[config.mk]
export PLATFORM = sky130hd
export DESIGN_NAME = tm_meter
export DESIGN_NICKNAME = d
export VERILOG_FILES = /design/src/rtl/tm_pkg.sv /design/src/rtl/tm_cfg_regs.sv /design/src/rtl/tm_prescaler.sv /design/src/rtl/tm_cost.sv /design/src/rtl/tm_bucket.sv /design/src/rtl/tm_meter.sv
export SDC_FILE = /design/constraint.sdc
export NUM_CORES = 1
export LEC_CHECK = 0
export BUFFER_PORTS_ARGS = -buffer_cell sky130_fd_sc_hd__buf_2
export CAP_MARGIN = 20
export CORE_UTILIZATION = 35
export CTS_BUF_LIST = sky130_fd_sc_hd__clkbuf_2
export CTS_CLUSTER_SIZE = 14
export DETAILED_ROUTE_END_ITERATION = 12
export HOLD_SLACK_MARGIN = 0.02
export PLACE_DENSITY = 0.53
export SYNTH_ARGS = -nofsm -noshare
export SYNTH_HDL_FRONTEND = slang
export SYNTH_SLANG_ARGS = --single-unit
[constraint.sdc]
create_clock -name clk -period 31.2 [get_ports clk]
set_input_delay 1.56 -clock clk [delete_from_list [all_inputs] [get_ports clk]]
set_output_delay 1.56 -clock clk [all_outputs]
set_load 0.05 [all_outputs]
[src/rtl/tm_pkg.sv]
package tm_pkg;
  typedef enum logic [1:0] {
    COL_GREEN  = 2'd0,
    COL_YELLOW = 2'd1,
    COL_RED    = 2'd2
  } color_e;

  localparam int ADDR_CRATE  = 0;
  localparam int ADDR_CSIZE  = 1;
  localparam int ADDR_PRATE  = 2;
  localparam int ADDR_PSIZE  = 3;
  localparam int ADDR_COST   = 4;
  localparam int ADDR_MODE   = 5;

  localparam logic [4:0] EXP_OFF     = 5'd24;
  localparam logic [1:0] ALGO_TRTCM  = 2'd2;
  localparam logic [1:0] ICOL_BLIND  = 2'd3;

  typedef struct packed {
    logic [4:0] e;
    logic [7:0] m;
  } mexp_t;
endpackage

[src/rtl/tm_cfg_regs.sv]
module tm_cfg_regs
  import tm_pkg::*;
#(
  parameter int DW     = 32,
  parameter int AW     = 3,
  parameter int LEN_W  = 16,
  parameter int TOK_W  = 34,
  parameter int RDIV_W = 4
) (
  input  logic              clk,
  input  logic              rst,
  input  logic              we,
  input  logic [AW-1:0]     addr,
  input  logic [DW-1:0]     wdata,
  output logic [TOK_W-1:0]  rate_c,
  output logic [TOK_W-1:0]  cap_c,
  output logic [TOK_W-1:0]  rate_p,
  output logic [TOK_W-1:0]  cap_p,
  output logic              ld_c,
  output logic              ld_p,
  output logic [8:0]        adj_m,
  output logic [4:0]        adj_e,
  output logic              lmode,
  output logic [LEN_W-1:0]  lxoff,
  output logic [RDIV_W-1:0] rdiv,
  output logic [1:0]        icolor,
  output logic [1:0]        algo,
  output logic [1:0]        act_g,
  output logic [1:0]        act_y,
  output logic [1:0]        act_r,
  output logic              pre_clr
);
  localparam int NBK     = 4;
  localparam int OFF_LSB = 15;

  mexp_t bk [NBK];
  logic [TOK_W-1:0] bk_val [NBK];

  function automatic logic [TOK_W-1:0] decode(input mexp_t v);
    logic [TOK_W-1:0] base;
    base = TOK_W'({1'b1, v.m});
    if (v.e >= EXP_OFF) return '0;
    return base << v.e;
  endfunction

  for (genvar gi = 0; gi < NBK; gi++) begin : g_bk
    always_ff @(posedge clk) begin
      if (rst) begin
        bk[gi] <= '{e: EXP_OFF, m: 8'd0};
      end else if (we && addr == AW'(gi)) begin
        bk[gi] <= '{e: wdata[12:8], m: wdata[7:0]};
      end
    end
    assign bk_val[gi] = decode(bk[gi]);
  end

  assign rate_c = bk_val[ADDR_CRATE];
  assign cap_c  = bk_val[ADDR_CSIZE];
  assign rate_p = bk_val[ADDR_PRATE];
  assign cap_p  = bk_val[ADDR_PSIZE];

  always_ff @(posedge clk) begin
    if (rst) begin
      adj_m   <= 9'd256;
      adj_e   <= 5'd0;
      lmode   <= 1'b0;
      lxoff   <= '0;
      rdiv    <= '0;
      icolor  <= ICOL_BLIND;
      algo    <= ALGO_TRTCM;
      act_g   <= 2'd0;
      act_y   <= 2'd0;
      act_r   <= 2'd1;
      ld_c    <= 1'b0;
      ld_p    <= 1'b0;
      pre_clr <= 1'b0;
    end else begin
      ld_c    <= we && addr == AW'(ADDR_CSIZE);
      ld_p    <= we && addr == AW'(ADDR_PSIZE);
      pre_clr <= we && addr == AW'(ADDR_MODE);
      if (we && addr == AW'(ADDR_COST)) begin
        adj_m <= wdata[8:0];
        adj_e <= wdata[13:9];
        lmode <= wdata[14];
        lxoff <= wdata[OFF_LSB +: LEN_W];
      end
      if (we && addr == AW'(ADDR_MODE)) begin
        rdiv   <= wdata[RDIV_W-1:0];
        icolor <= wdata[5:4];
        algo   <= wdata[7:6];
        act_g  <= wdata[9:8];
        act_y  <= wdata[11:10];
        act_r  <= wdata[13:12];
      end
    end
  end
endmodule

[src/rtl/tm_prescaler.sv]
module tm_prescaler #(
  parameter int RDIV_W = 4
) (
  input  logic              clk,
  input  logic              rst,
  input  logic              clr,
  input  logic              tick,
  input  logic [RDIV_W-1:0] rdiv,
  output logic              refill
);
  localparam int CNT_W = 1 << RDIV_W;

  logic [CNT_W-1:0] cnt;
  logic [CNT_W-1:0] limit;

  assign limit  = (CNT_W'(1) << rdiv) - CNT_W'(1);
  assign refill = tick && (cnt == limit);

  always_ff @(posedge clk) begin
    if (rst || clr) begin
      cnt <= '0;
    end else if (tick) begin
      cnt <= refill ? '0 : cnt + CNT_W'(1);
    end
  end
endmodule

[src/rtl/tm_cost.sv]
module tm_cost #(
  parameter int LEN_W = 16,
  parameter int TOK_W = 34
) (
  input  logic [LEN_W-1:0] len,
  input  logic [LEN_W-1:0] lxoff,
  input  logic             lmode,
  input  logic [8:0]       adj_m,
  input  logic [4:0]       adj_e,
  output logic [TOK_W-1:0] cost
);
  localparam int CW    = TOK_W + 2;
  localparam int FRAC  = 8;
  localparam int E_MAX = 23;

  logic signed [CW-1:0] len_term;
  logic signed [CW-1:0] adj_term;
  logic signed [CW-1:0] sum;
  logic signed [9:0]    adj_d;
  logic [4:0]           e_cl;

  always_comb begin
    e_cl  = (adj_e > 5'(E_MAX)) ? 5'(E_MAX) : adj_e;
    adj_d = $signed({1'b0, adj_m}) - 10'sd256;
    adj_term = CW'(adj_d) <<< e_cl;
    if (lmode) begin
      len_term = '0;
    end else begin
      len_term = (CW'($signed({1'b0, len})) - CW'($signed({1'b0, lxoff}))) <<< FRAC;
    end
    sum = len_term + adj_term;
    if (sum <= 0) cost = TOK_W'(1);
    else          cost = sum[TOK_W-1:0];
  end
endmodule

[src/rtl/tm_bucket.sv]
module tm_bucket #(
  parameter int TOK_W = 34
) (
  input  logic             clk,
  input  logic             rst,
  input  logic             load,
  input  logic [TOK_W-1:0] cap,
  input  logic [TOK_W-1:0] rate,
  input  logic             refill,
  input  logic             debit,
  input  logic [TOK_W-1:0] cost,
  output logic [TOK_W-1:0] level
);
  logic [TOK_W:0] after_deb;
  logic [TOK_W:0] nxt;

  always_comb begin
    after_deb = {1'b0, level} - (debit ? {1'b0, cost} : '0);
    nxt       = after_deb + (refill ? {1'b0, rate} : '0);
  end

  always_ff @(posedge clk) begin
    if (rst) begin
      level <= '0;
    end else if (load) begin
      level <= cap;
    end else if (nxt > {1'b0, cap}) begin
      level <= cap;
    end else begin
      level <= nxt[TOK_W-1:0];
    end
  end
endmodule

[src/rtl/tm_meter.sv]
module tm_meter
  import tm_pkg::*;
#(
  parameter int DW     = 32,
  parameter int AW     = 3,
  parameter int LEN_W  = 16,
  parameter int TOK_W  = 34,
  parameter int RDIV_W = 4
) (
  input  logic             clk,
  input  logic             rst,
  input  logic             cfg_we,
  input  logic [AW-1:0]    cfg_addr,
  input  logic [DW-1:0]    cfg_wdata,
  input  logic             tick_2us,
  input  logic             pkt_valid,
  input  logic [LEN_W-1:0] pkt_len,
  input  logic [1:0]       pkt_color,
  output logic             res_valid,
  output logic [1:0]       res_color,
  output logic [1:0]       res_action
);
  localparam int NB = 2;

  logic [TOK_W-1:0]  rate_c, cap_c, rate_p, cap_p;
  logic              ld_c, ld_p, lmode, pre_clr, refill;
  logic [8:0]        adj_m;
  logic [4:0]        adj_e;
  logic [LEN_W-1:0]  lxoff;
  logic [RDIV_W-1:0] rdiv;
  logic [1:0]        icolor, algo, act_g, act_y, act_r;
  logic [TOK_W-1:0]  cost;
  logic [TOK_W-1:0]  lvl_c, lvl_p;
  logic              deb_c, deb_p, aware;
  color_e            col;
  logic [1:0]        act;

  logic [TOK_W-1:0] b_rate [NB];
  logic [TOK_W-1:0] b_cap  [NB];
  logic [TOK_W-1:0] b_lvl  [NB];
  logic             b_ld   [NB];
  logic             b_deb  [NB];

  tm_cfg_regs #(.DW(DW), .AW(AW), .LEN_W(LEN_W), .TOK_W(TOK_W), .RDIV_W(RDIV_W)) u_cfg (
    .clk(clk), .rst(rst), .we(cfg_we), .addr(cfg_addr), .wdata(cfg_wdata),
    .rate_c(rate_c), .cap_c(cap_c), .rate_p(rate_p), .cap_p(cap_p),
    .ld_c(ld_c), .ld_p(ld_p), .adj_m(adj_m), .adj_e(adj_e), .lmode(lmode),
    .lxoff(lxoff), .rdiv(rdiv), .icolor(icolor), .algo(algo),
    .act_g(act_g), .act_y(act_y), .act_r(act_r), .pre_clr(pre_clr)
  );

  tm_prescaler #(.RDIV_W(RDIV_W)) u_pre (
    .clk(clk), .rst(rst), .clr(pre_clr), .tick(tick_2us), .rdiv(rdiv), .refill(refill)
  );

  tm_cost #(.LEN_W(LEN_W), .TOK_W(TOK_W)) u_cost (
    .len(pkt_len), .lxoff(lxoff), .lmode(lmode), .adj_m(adj_m), .adj_e(adj_e), .cost(cost)
  );

  assign b_rate[0] = rate_c;
  assign b_cap[0]  = cap_c;
  assign b_ld[0]   = ld_c;
  assign b_deb[0]  = deb_c;
  assign b_rate[1] = rate_p;
  assign b_cap[1]  = cap_p;
  assign b_ld[1]   = ld_p;
  assign b_deb[1]  = deb_p;

  for (genvar gi = 0; gi < NB; gi++) begin : g_bkt
    tm_bucket #(.TOK_W(TOK_W)) u_bkt (
      .clk(clk), .rst(rst), .load(b_ld[gi]), .cap(b_cap[gi]), .rate(b_rate[gi]),
      .refill(refill), .debit(b_deb[gi]), .cost(cost), .level(b_lvl[gi])
    );
  end

  assign lvl_c = b_lvl[0];
  assign lvl_p = b_lvl[1];

  always_comb begin
    aware = (icolor != ICOL_BLIND);
    col   = COL_RED;
    deb_c = 1'b0;
    deb_p = 1'b0;
    if (algo != ALGO_TRTCM) begin
      col = COL_GREEN;
    end else if (aware && pkt_color[1]) begin
      col = COL_RED;
    end else if ((!aware || pkt_color == 2'd0) && lvl_c >= cost) begin
      col   = COL_GREEN;
      deb_c = pkt_valid;
    end else if (lvl_p >= cost) begin
      col   = COL_YELLOW;
      deb_p = pkt_valid;
    end
    case (col)
      COL_GREEN:  act = act_g;
      COL_YELLOW: act = act_y;
      default:    act = act_r;
    endcase
  end

  always_ff @(posedge clk) begin
    if (rst) begin
      res_valid  <= 1'b0;
      res_color  <= 2'd0;
      res_action <= 2'd0;
    end else begin
      res_valid <= pkt_valid;
      if (pkt_valid) begin
        res_color  <= col;
        res_action <= act;
      end
    end
  end
endmodule

==> metrics.csv, run 1 <==
metric,value,unit
CP Capture Point,g_bkt[1].u_bkt.level[1],
area growth from synthesis to layout,6.08,%
Final Slew Violations,0,
Worst Tran Pin Value,1250,ps
Post-Syn Area,21900,µm²
hold buffers post-CTS,0,
# Post-CTS Setup Buffers,0,
Fin. Hold Viols,0,
R2R setup slack,14840,ps
Num CTS Buffers,17,
post-DP HPWL,60.6,mm
top post-synthesis cells by area,"ha_1, dfxtp_1, edfxtp_1",
vias in the first global route,19500,
Clock Latency Late Sink,1110,ps
Synth top area share,0.144,
Clock Sinks,189,
Synth Flop Type,dfxtp_1,
#FFs+latches synth,189,
"EDFF count, synth",52,
CP peak stage delay,870,ps
filler cell count in the final layout,6556,
Worst R2R Start,u_cfg.adj_e[4],
Synth area leader,ha_1,
Max VDD drop,0.0490,mV
io pins,63,
largest net degree at the start of global routing,69,
critical-path maximum fanout,43,
# placed instances,3657,
Clock Skew,50.3,ps
GR Util All Layers,0.236,
Routed Wire Length,74.6,mm
DRT Pass-1 Iters,5,
r2r endpoint,g_bkt[1].u_bkt.level[1],
drt drc,0,
Util after Layout,0.376,
critical path startpoint category,flip-flop,
Final Non-Filler Cells,3697,
Final Cycle Share,0.524,
setup violators final,0,
crit path DAT,17420,ps
mean post-synth cell area,7.65,µm²
internal power,0.000972,W
CP Capture Type,flip-flop,
global-route wire length before repair,114,mm
Max H-tree Level,4,
Slew headroom,0.159,
die area,63600,µm²
post-synthesis sequential area ratio,0.197,
Starting Density,0.355,
Detail Route Antenna Nets,0,
row count,91,
Worst EP required,32270,ps
via count,20300,
Comb pwr share,0.771,
ys async rst share,0,
CTS tree,yes,
maximum clock path buffer count,2,
Max Fclk,0.0611,GHz
Die W,252,µm
Gate Count Post-Synth,2863,
slowest cell on the critical path,nor4b_1,
Flop pwr share,0.157,
Die H,252,µm
P_leak,10.0,nW
min cycle time layout,16360,ps
routability cong.,0.952,
setup TNS,0,ps
Routed wire per std cell,20.2,µm
I/O Buffers,61,
switching share of total power,0.527,
layout cells sized above 1,0.0651,
Final nets,3223,
Clock power frac,0.072,
CP most frequent cell,a21oi_1,
CP startpoint,u_cfg.adj_e[4],
CTS resizes,0,
RSZ-0062 raised after global routing,false,
Synthesis Warnings,0,
grt ovf,0,
Reg2Reg Depth,54,
pwr dens,88.5,nW/µm²
net switching power,0.00108,W
initial antenna violation count,7,
vias per cell,5.50,
critical path class,reg -> reg,
CORE AREA,61700,µm²
Cell variety after synth,89,
Detailed Route Iter0 Violations,1510,
HP Class,reg -> reg,
run status,"complete, no violations",
clk root buf,clkbuf_2,
Max-Cap Viols,0,
clk slew on worst S/H paths,310,ps
[synth_stat cells (24+ instances only)]
master      n
nand2_1   314
nor2_1    285
ha_1      252
inv_1     248
a21oi_1   247
dfxtp_1   137
o21ai_0   119
clkbuf_1  103
mux2i_1    86
a21o_1     80
xnor2_1    73
nor3_1     71
fa_1       70
and2_1     66
edfxtp_1   52
nand2b_1   52
nand3_1    46
a211oi_1   45
a31oi_1    42
nand4_1    39
nor2b_1    39
xor2_1     37
or3_1      33
or2_2      25
o211ai_1   24
o22ai_1    24
[sequential cells by signal, indices dropped and copies added (netlist names), 4 cells and up]
signal	count
g_bkt.u_bkt.level	68
u_cfg.bk	52
u_cfg.lxoff	16
u_pre.cnt	16
u_cfg.adj_m	9
u_cfg.adj_e	5
u_cfg.rdiv	4
[how the worst min path moves through the flow]
stage | startpoint | end | slack [ps] | cells after the start
2_1_floorplan | u_cfg.pre_clr | u_pre.cnt[0] | 410 | 1
3_3_place_gp | u_cfg.algo[0] | u_cfg.algo[0] | 440 | 2
3_5_place_dp | u_cfg.algo[0] | u_cfg.algo[0] | 450 | 2
4_1_cts | u_cfg.algo[0] | u_cfg.algo[0] | 470 | 2
5_1_grt | u_cfg.pre_clr | u_pre.cnt[1] | 460 | 1
6_report | u_cfg.algo[0] | u_cfg.algo[0] | 470 | 2
[cell families (layout without fill, tap and decap cells)]
logic type,count (synthesis),after routing,share of synthesized area
xor+xnor,112,112,0.0455
buf+inv,379,366,0.0670
fa+ha+maj,322,322,0.208
other cells,2,12,0.000343
compound gates,709,709,0.205
simple gates,1042,1042,0.225
mux,108,108,0.0522
flops,189,189,0.197
[critical path, delay by kind of cell, from the launching register on]
family / cells / cell delay, ps
flops: 1 / 370
compound gates: 20 / 6340
fa+ha+maj: 5 / 2040
simple gates: 18 / 4510
xor+xnor: 2 / 360
buf+inv: 7 / 1740
mux: 2 / 860
[placed cells by master, fill, tap and decap left out, drive strengths merged, types with 49 or more instances in the layout]
cell type and instances:
mux2i 86, inv 256, buf 83, a21oi 248, nand2 314, a211oi 49, nor3 71, nor2 286
nand2b 52, edfxtp 52, and2 66, ha 252, o21ai 120, xnor2 74, dfxtp 137, a21o 80
fa 70
[per-stage QoR]
stage | power, W | setup WS, ps | hold slack, ps | area [µm²]
finish | 0.00206 | 14840 | 473 | 23200
global route | 0.00227 | 14030 | 463 | 23200
CTS | 0.00205 | 15070 | 474 | 23200
detailed placement | 0.00189 | 14350 | 447 | 22900
global placement | 0.00186 | 14500 | 441 | 22900
floorplan | 0.00151 | 18260 | 415 | 21900
[power by group through the flow]
stage          Sequential, W  Combinational (W)  Clock [W]
3_3_place_gp        0.000328            0.00153          0
2_1_floorplan       0.000309            0.00120          0
5_1_grt             0.000326            0.00178   0.000163
3_5_place_dp        0.000328            0.00156          0
6_report            0.000323            0.00159   0.000148
4_1_cts             0.000323            0.00158   0.000155
[routing by layer]
| metal | global-route usage | routed length [µm] | up-vias | share of wire |
|---|---|---|---|---|
| met3 | 0.0373 | 3940 | 103 | 0.053 |
| li1 | - | - | 9979 | - |
| met1 | 0.316 | 34300 | 9698 | 0.46 |
| met5 | 0 | 0 | - | 0 |
| met2 | 0.382 | 33900 | 551 | 0.45 |
| met4 | 0.0876 | 2500 | 0 | 0.034 |
[area by class of cell]
| class | instances | area, µm² | share of cell area |
|---|---|---|---|
| Clock buffer | 17 | 85.1 | 0.00366 |
| Sequential cell | 189 | 4300 | 0.185 |
| Multi-Input combinational cell | 2301 | 16200 | 0.697 |
| Clock inverter | 15 | 178 | 0.00765 |
| Inverter | 250 | 938 | 0.0404 |
| Antenna cell | 4 | 10.0 | 0.000431 |
| Tap cell | 837 | 1050 | 0.0451 |
| Timing Repair Buffer | 84 | 485 | 0.0209 |
Power figures use the tool's default switching activity.
==> run 2: changes to the inputs <==
==> constraint.sdc (replaced) <==
create_clock -name clk -period 16.15 [get_ports clk]
set_input_delay 0.8075 -clock clk [delete_from_list [all_inputs] [get_ports clk]]
set_output_delay 0.8075 -clock clk [all_outputs]
set_load 0.05 [all_outputs]
==> run 2 against run 1 <==
  * Final cell count increased by 1.4%
  * Clock power rose by 87%
  * Via count grew 0.98%
  * Wire length is 0.42% higher
  * Utilization is 0.74 points higher
  * Total power rose by 96%
  * Die area stayed put
  * Count of clock-buffer cells in the layout unchanged
==> metrics.csv, run 2 (synthesis gave the netlist of run 1 again) <==
metric,value,unit,change
CP peak stage delay,1010,ps,+140 ps
critical path startpoint category,flip-flop,,
clk slew on worst S/H paths,350,ps,+40 ps
setup TNS,0,ps,unchanged
Routed Wire Length,75.0,mm,+0.42%
I/O Buffers,61,,unchanged
Num CTS Buffers,17,,unchanged
CP most frequent cell,buf_4,,
Detail Route Antenna Nets,0,,unchanged
CTS resizes,0,,unchanged
DRT Pass-1 Iters,6,,+1
"worst slack, placed",1150,ps,-13200 ps
critical-path maximum fanout,27,,-37%
post-DP HPWL,61.5,mm,+1.4%
Util after Layout,0.384,,+0.00744
critical path class,reg -> reg,,
"commonest cells after routing, fill and taps aside","nand2_1, nor2_1, ha_1, inv_1, a21oi_1",,
hold buffers post-CTS,33,,+33
"leading cell type in the layout, fill and taps excluded",nand2_1,,
vias per cell,5.48,,-0.37%
r2r endpoint,g_bkt[1].u_bkt.level[1],,
setup violators final,0,,unchanged
final worst setup slack,1100,ps,-13740 ps
Detailed Route Iter0 Violations,1790,,+19%
Crit path depth,57,,+5.6%
Hold Slack,159,ps,-313 ps
HP Class,in -> reg,,
initial antenna violation count,4,,-3
# Post-CTS Setup Buffers,0,,unchanged
CP startpoint,u_cfg.adj_e[0],,
Clock Latency Late Sink,1140,ps,+30 ps
filler cell count in the final layout,6569,,+0.20%
grt ovf,0,,unchanged
Pwr Total,0.00402,W,+96%
Final nets,3273,,+1.6%
via count,20500,,+0.98%
pwr dens,170,nW/µm²,+92%
global-route wire length before repair,115,mm,+1.1%
CTS tree,yes,,
Worst Tran Pin Value,1230,ps,-21.1 ps
vias in the first global route,19900,,+2.3%
Top reg by flops,g_bkt.u_bkt.level,,
Max-Cap Viols,0,,unchanged
Crit path max-delay family,simple AND/OR/NAND/NOR gates,,
Worst EP required,17210,ps,-15060 ps
Reg2Reg Depth,57,,+5.6%
Final Slew Violations,0,,unchanged
Die W,252,µm,unchanged
Starting Density,0.355,,unchanged
Slew headroom,0.170,,+0.0113
Routed wire per std cell,20.0,µm,-0.92%
Worst Hold Launch,cfg_addr[0],,
number of flip-flops in the largest register,68,,unchanged
CP Capture Type,flip-flop,,
Max VDD drop,0.131,mV,+170%
Clock Sinks,189,,unchanged
slowest cell on the critical path,nor4b_1,,
area growth from synthesis to layout,8.18,%,
GR Util All Layers,0.237,,+0.00109
layout cells sized above 1,0.0699,,+0.00473
P_leak,10.2,nW,+2.2%
io pins,63,,unchanged
WHS Path Cells,3,,+1
CORE AREA,61700,µm²,unchanged
Final Cycle Share,0.932,,+0.407
min cycle time layout,15050,ps,-1310 ps
Max Fclk,0.0665,GHz,+8.7%
Worst R2R Start,u_cfg.adj_e[0],,
run status,"complete, no violations",,
Max H-tree Level,4,,unchanged
routability cong.,0.972,,+2.1%
Die H,252,µm,unchanged
R2R setup slack,1100,ps,-13740 ps
RSZ-0062 raised after global routing,false,,
Clock Skew,64.5,ps,+14.2 ps
area of the multi-input gates,16200,µm²,unchanged
Largest regs,"g_bkt.u_bkt.level: 68 flops, u_cfg.bk: 52 flops",,
drt drc,0,,unchanged
FF/Latch Area,4300,µm²,unchanged
largest net degree at the start of global routing,68,,-1.4%
maximum clock path buffer count,2,,unchanged
clk root buf,clkbuf_2,,
row count,91,,unchanged
CP bufs+invs,8,,+1
WHS Endpoint,u_cfg.bk[0][12],,
die area,63600,µm²,unchanged
crit path DAT,16110,ps,-1310 ps
Fin. Hold Viols,0,,unchanged
==> run 2: cell types whose count changed in the layout (fill, tap and decap cells not counted), sizes merged <==
| cell | delta |
|---|---|
| buf | +17 |
| bufinv | -2 |
| clkinv | +1 |
| clkinvlp | -1 |
| dlygate4sd3 | +33 |
| inv | +2 |
==> run 2: worst min-delay path, delay by kind of cell <==
kind	cells	cell delay (ps)
and+or+nand+nor	2	200
buffers and inverters	1	200
==> run 2: where the power goes <==
group / total [W] / internal (W) / switching [W] / leakage, nW
Clock: 0.000277 / 0.0000553 / 0.000222 / 0.152
Combinational: 0.00312 / 0.00129 / 0.00182 / 8.44
Sequential: 0.000629 / 0.000553 / 0.0000756 / 1.62
==> run 2: how the worst max path moves through the flow <==
stage / slack, ps / to
floorplan: 3960 / g_bkt[1].u_bkt.level[10]
global placement: 1320 / g_bkt[1].u_bkt.level[1]
detailed placement: 1150 / g_bkt[1].u_bkt.level[1]
CTS: 1460 / g_bkt[1].u_bkt.level[1]
global route: 250 / g_bkt[1].u_bkt.level[1]
finish: 1100 / g_bkt[1].u_bkt.level[1]
==> run 2: layout make-up <==
type	instances	share of cell area
clock inverter	15	0.00702
clock buffer	17	0.00359
timing repair buffer	134	0.0403
sequential	189	0.182
multi-input combinational	2301	0.683
tap	837	0.0442
antenna	4	0.000422
inverter	250	0.0396
==> run 2: stage by stage <==
stage | instances | area, µm²
finish | 3747 | 23700
CTS | 3740 | 23700
detailed placement | 3675 | 23100
global placement | 3675 | 23100
global route | 3744 | 23700
floorplan | 2869 | 21900
==> run 2: routing by layer <==
layer	vias to the layer above	global-route usage	share of wire
met5	-	0	0
met4	0	0.0854	0.032
met3	108	0.0318	0.053
met2	520	0.384	0.45
met1	9815	0.321	0.46
li1	10100	-	-
==> run 3: changes to the inputs <==
--- a/config.mk
+++ b/config.mk
@@ -5,7 +5,7 @@
 export SDC_FILE = /design/constraint.sdc
 export NUM_CORES = 1
 export LEC_CHECK = 0
-export BUFFER_PORTS_ARGS = -buffer_cell sky130_fd_sc_hd__buf_2
+export BUFFER_PORTS_ARGS = -buffer_cell sky130_fd_sc_hd__buf_4
 export CAP_MARGIN = 20
 export CORE_UTILIZATION = 35
 export CTS_BUF_LIST = sky130_fd_sc_hd__clkbuf_2
==> run 3 against run 2 <==
  * Sequential power about the same
  * Global-route usage is 0.15 points higher
  * Count of clock-buffer cells in the layout did not move
  * Critical path depth stayed put
  * Design area up 1.4%
  * Non-clock buffer count is 13 higher
  * Critical endpoint unchanged
  * Largest cell class unchanged
==> metrics.csv, run 3 (synthesis gave the netlist of run 1 again) <==
metric,value,unit,change
"leading cell type in the layout, fill and taps excluded",nand2_1,,
Final Cycle Share,0.936,,+0.00478
critical path startpoint category,flip-flop,,
Clock Sinks,189,,unchanged
Fin. Hold Viols,0,,unchanged
global-route wire length before repair,116,mm,+0.45%
RSZ-0062 raised after global routing,false,,
Max VDD drop,0.134,mV,+2.7%
FF/Latch Area,4300,µm²,unchanged
CTS tree,yes,,
hold buffers post-CTS,55,,+67%
largest net degree at the start of global routing,69,,+1.5%
post-DP HPWL,60.9,mm,-1.0%
Starting Density,0.355,,unchanged
pwr dens,168,nW/µm²,-1.3%
DRT Pass-1 Iters,6,,unchanged
Final Slew Violations,0,,unchanged
initial antenna violation count,6,,+2
via count,20700,,+0.75%
Max-Cap Viols,0,,unchanged
maximum clock path buffer count,2,,unchanged
# placed instances,3666,,-0.24%
Top reg by flops,g_bkt.u_bkt.level,,
slowest cell on the critical path,nor4b_1,,
Detail Route Antenna Nets,0,,unchanged
Die H,252,µm,unchanged
vias in the first global route,19900,,-0.30%
clk root buf,clkbuf_2,,
Detailed Route Iter0 Violations,1933,,+8.0%
Worst Tran Pin Value,1050,ps,-183 ps
crit path DAT,16230,ps,+120 ps
layout cells sized above 1,0.0665,,-0.00339
CP peak stage delay,880,ps,-130 ps
Worst EP required,17260,ps,+50 ps
run status,"complete, no violations",,
Routed wire per std cell,20.1,µm,+0.52%
critical-path maximum fanout,43,,+59%
GR Util All Layers,0.239,,+0.00149
HP Class,in -> reg,,
io pins,63,,unchanged
filler cell count in the final layout,6559,,-0.15%
critical path class,reg -> reg,,
Final nets,3286,,+0.40%
"commonest cells after routing, fill and taps aside","nand2_1, nor2_1, ha_1, inv_1, a21oi_1",,
Die W,252,µm,unchanged
CP most frequent cell,buf_4,,
setup TNS,0,ps,unchanged
vias per cell,5.50,,+0.41%
Pwr Total,0.00403,W,about the same
row count,91,,unchanged
grt ovf,0,,unchanged
I/O Buffers,61,,unchanged
routability cong.,0.933,,-4.0%
Routed Wire Length,75.6,mm,+0.87%
Largest regs,"g_bkt.u_bkt.level: 68 flops, u_cfg.bk: 52 flops",,
# Post-CTS Setup Buffers,0,,unchanged
min cycle time layout,15120,ps,+77.2 ps
Max H-tree Level,4,,unchanged
CP Capture Type,flip-flop,,
CTS resizes,0,,unchanged
number of flip-flops in the largest register,68,,unchanged
P_leak,10.4,nW,+1.5%
Final Non-Filler Cells,3760,,+0.35%
Clock Skew,74.3,ps,+9.81 ps
die area,63600,µm²,unchanged
area growth from synthesis to layout,9.66,%,
area of the multi-input gates,16200,µm²,unchanged
clk slew on worst S/H paths,350,ps,about the same
Num CTS Buffers,17,,unchanged
Slew headroom,0.293,,+0.123
drt drc,0,,unchanged
Clock Latency Late Sink,1160,ps,+20 ps
Max Fclk,0.0661,GHz,-0.51%
setup violators final,0,,unchanged
Hold Slack,197,ps,+37.2 ps
CORE AREA,61700,µm²,unchanged
-- run 3: cell count changes in the layout (fill, tap and decap cells not counted) --
cell,change
inv_8,-2
dlygate4sd3_1,+22
clkinv_8,+3
clkbuf_4,-1
buf_4,+51
buf_2,-59
clkinv_4,-2
inv_12,+1
-- run 3: path summary, 6_finish.rpt --
| kind | cells after the start | to | slack [ps] | startpoint |
|---|---|---|---|---|
| min | 4 | u_cfg.adj_m[0] | 200 | cfg_addr[2] |
| max reg2reg | 57 | g_bkt[1].u_bkt.level[1] | 1030 | u_cfg.adj_e[4] |
| min reg2reg | 1 | u_pre.cnt[0] | 460 | u_cfg.pre_clr |
| max | 57 | g_bkt[1].u_bkt.level[1] | 1030 | u_cfg.adj_e[4] |
-- run 3: layout make-up --
| type | instances | share of cell area |
|---|---|---|
| flip-flops and latches | 189 | 0.179 |
| clock inverters | 15 | 0.00797 |
| inverters | 250 | 0.0391 |
| well taps | 837 | 0.0436 |
| multi-input cells | 2301 | 0.674 |
| clock buffers | 17 | 0.00354 |
| diodes | 4 | 0.000417 |
| repair buffers | 147 | 0.0523 |
-- run 3: per-stage QoR --
step | utilization | worst slack [ps] | cell area [µm²]
final | 0.389 | 1030 | 24000
after global routing | 0.389 | 164 | 24000
after CTS | 0.389 | 1340 | 24000
after detailed placement | 0.375 | 1310 | 23200
after global placement | 0.375 | 1330 | 23200
after floorplan | - | 3960 | 21900
-- run 3: worst max-delay path, delay by kind of cell (launching register included) --
| kind | cells | cell delay, ps |
|---|---|---|
| flip-flops | 1 | 380 |
| multiplexers | 2 | 750 |
| AO/OA/AOI/OAI | 19 | 5030 |
| AND/OR/NAND/NOR | 22 | 5180 |
| buffers and inverters | 8 | 1390 |
| adder cells (fa/ha/maj) | 5 | 2040 |
| XOR/XNOR | 1 | 270 |
-- run 3: routing by layer --
layer  wire, µm  GRT usage  share of wire  vias to the layer above
met5          0          0              0                        -
met4       1930     0.0739          0.025                        0
met3       4430     0.0358          0.059                       91
met2      34900      0.391           0.46                      577
met1      34400      0.322           0.45                     9892
li1           -          -              -                    10100
-- run 3: power breakdown --
group | internal (W) | switching (W)
clock network | 0.0000588 | 0.000234
registers | 0.000553 | 0.0000758
logic | 0.00129 | 0.00182
total | 0.00190 | 0.00213
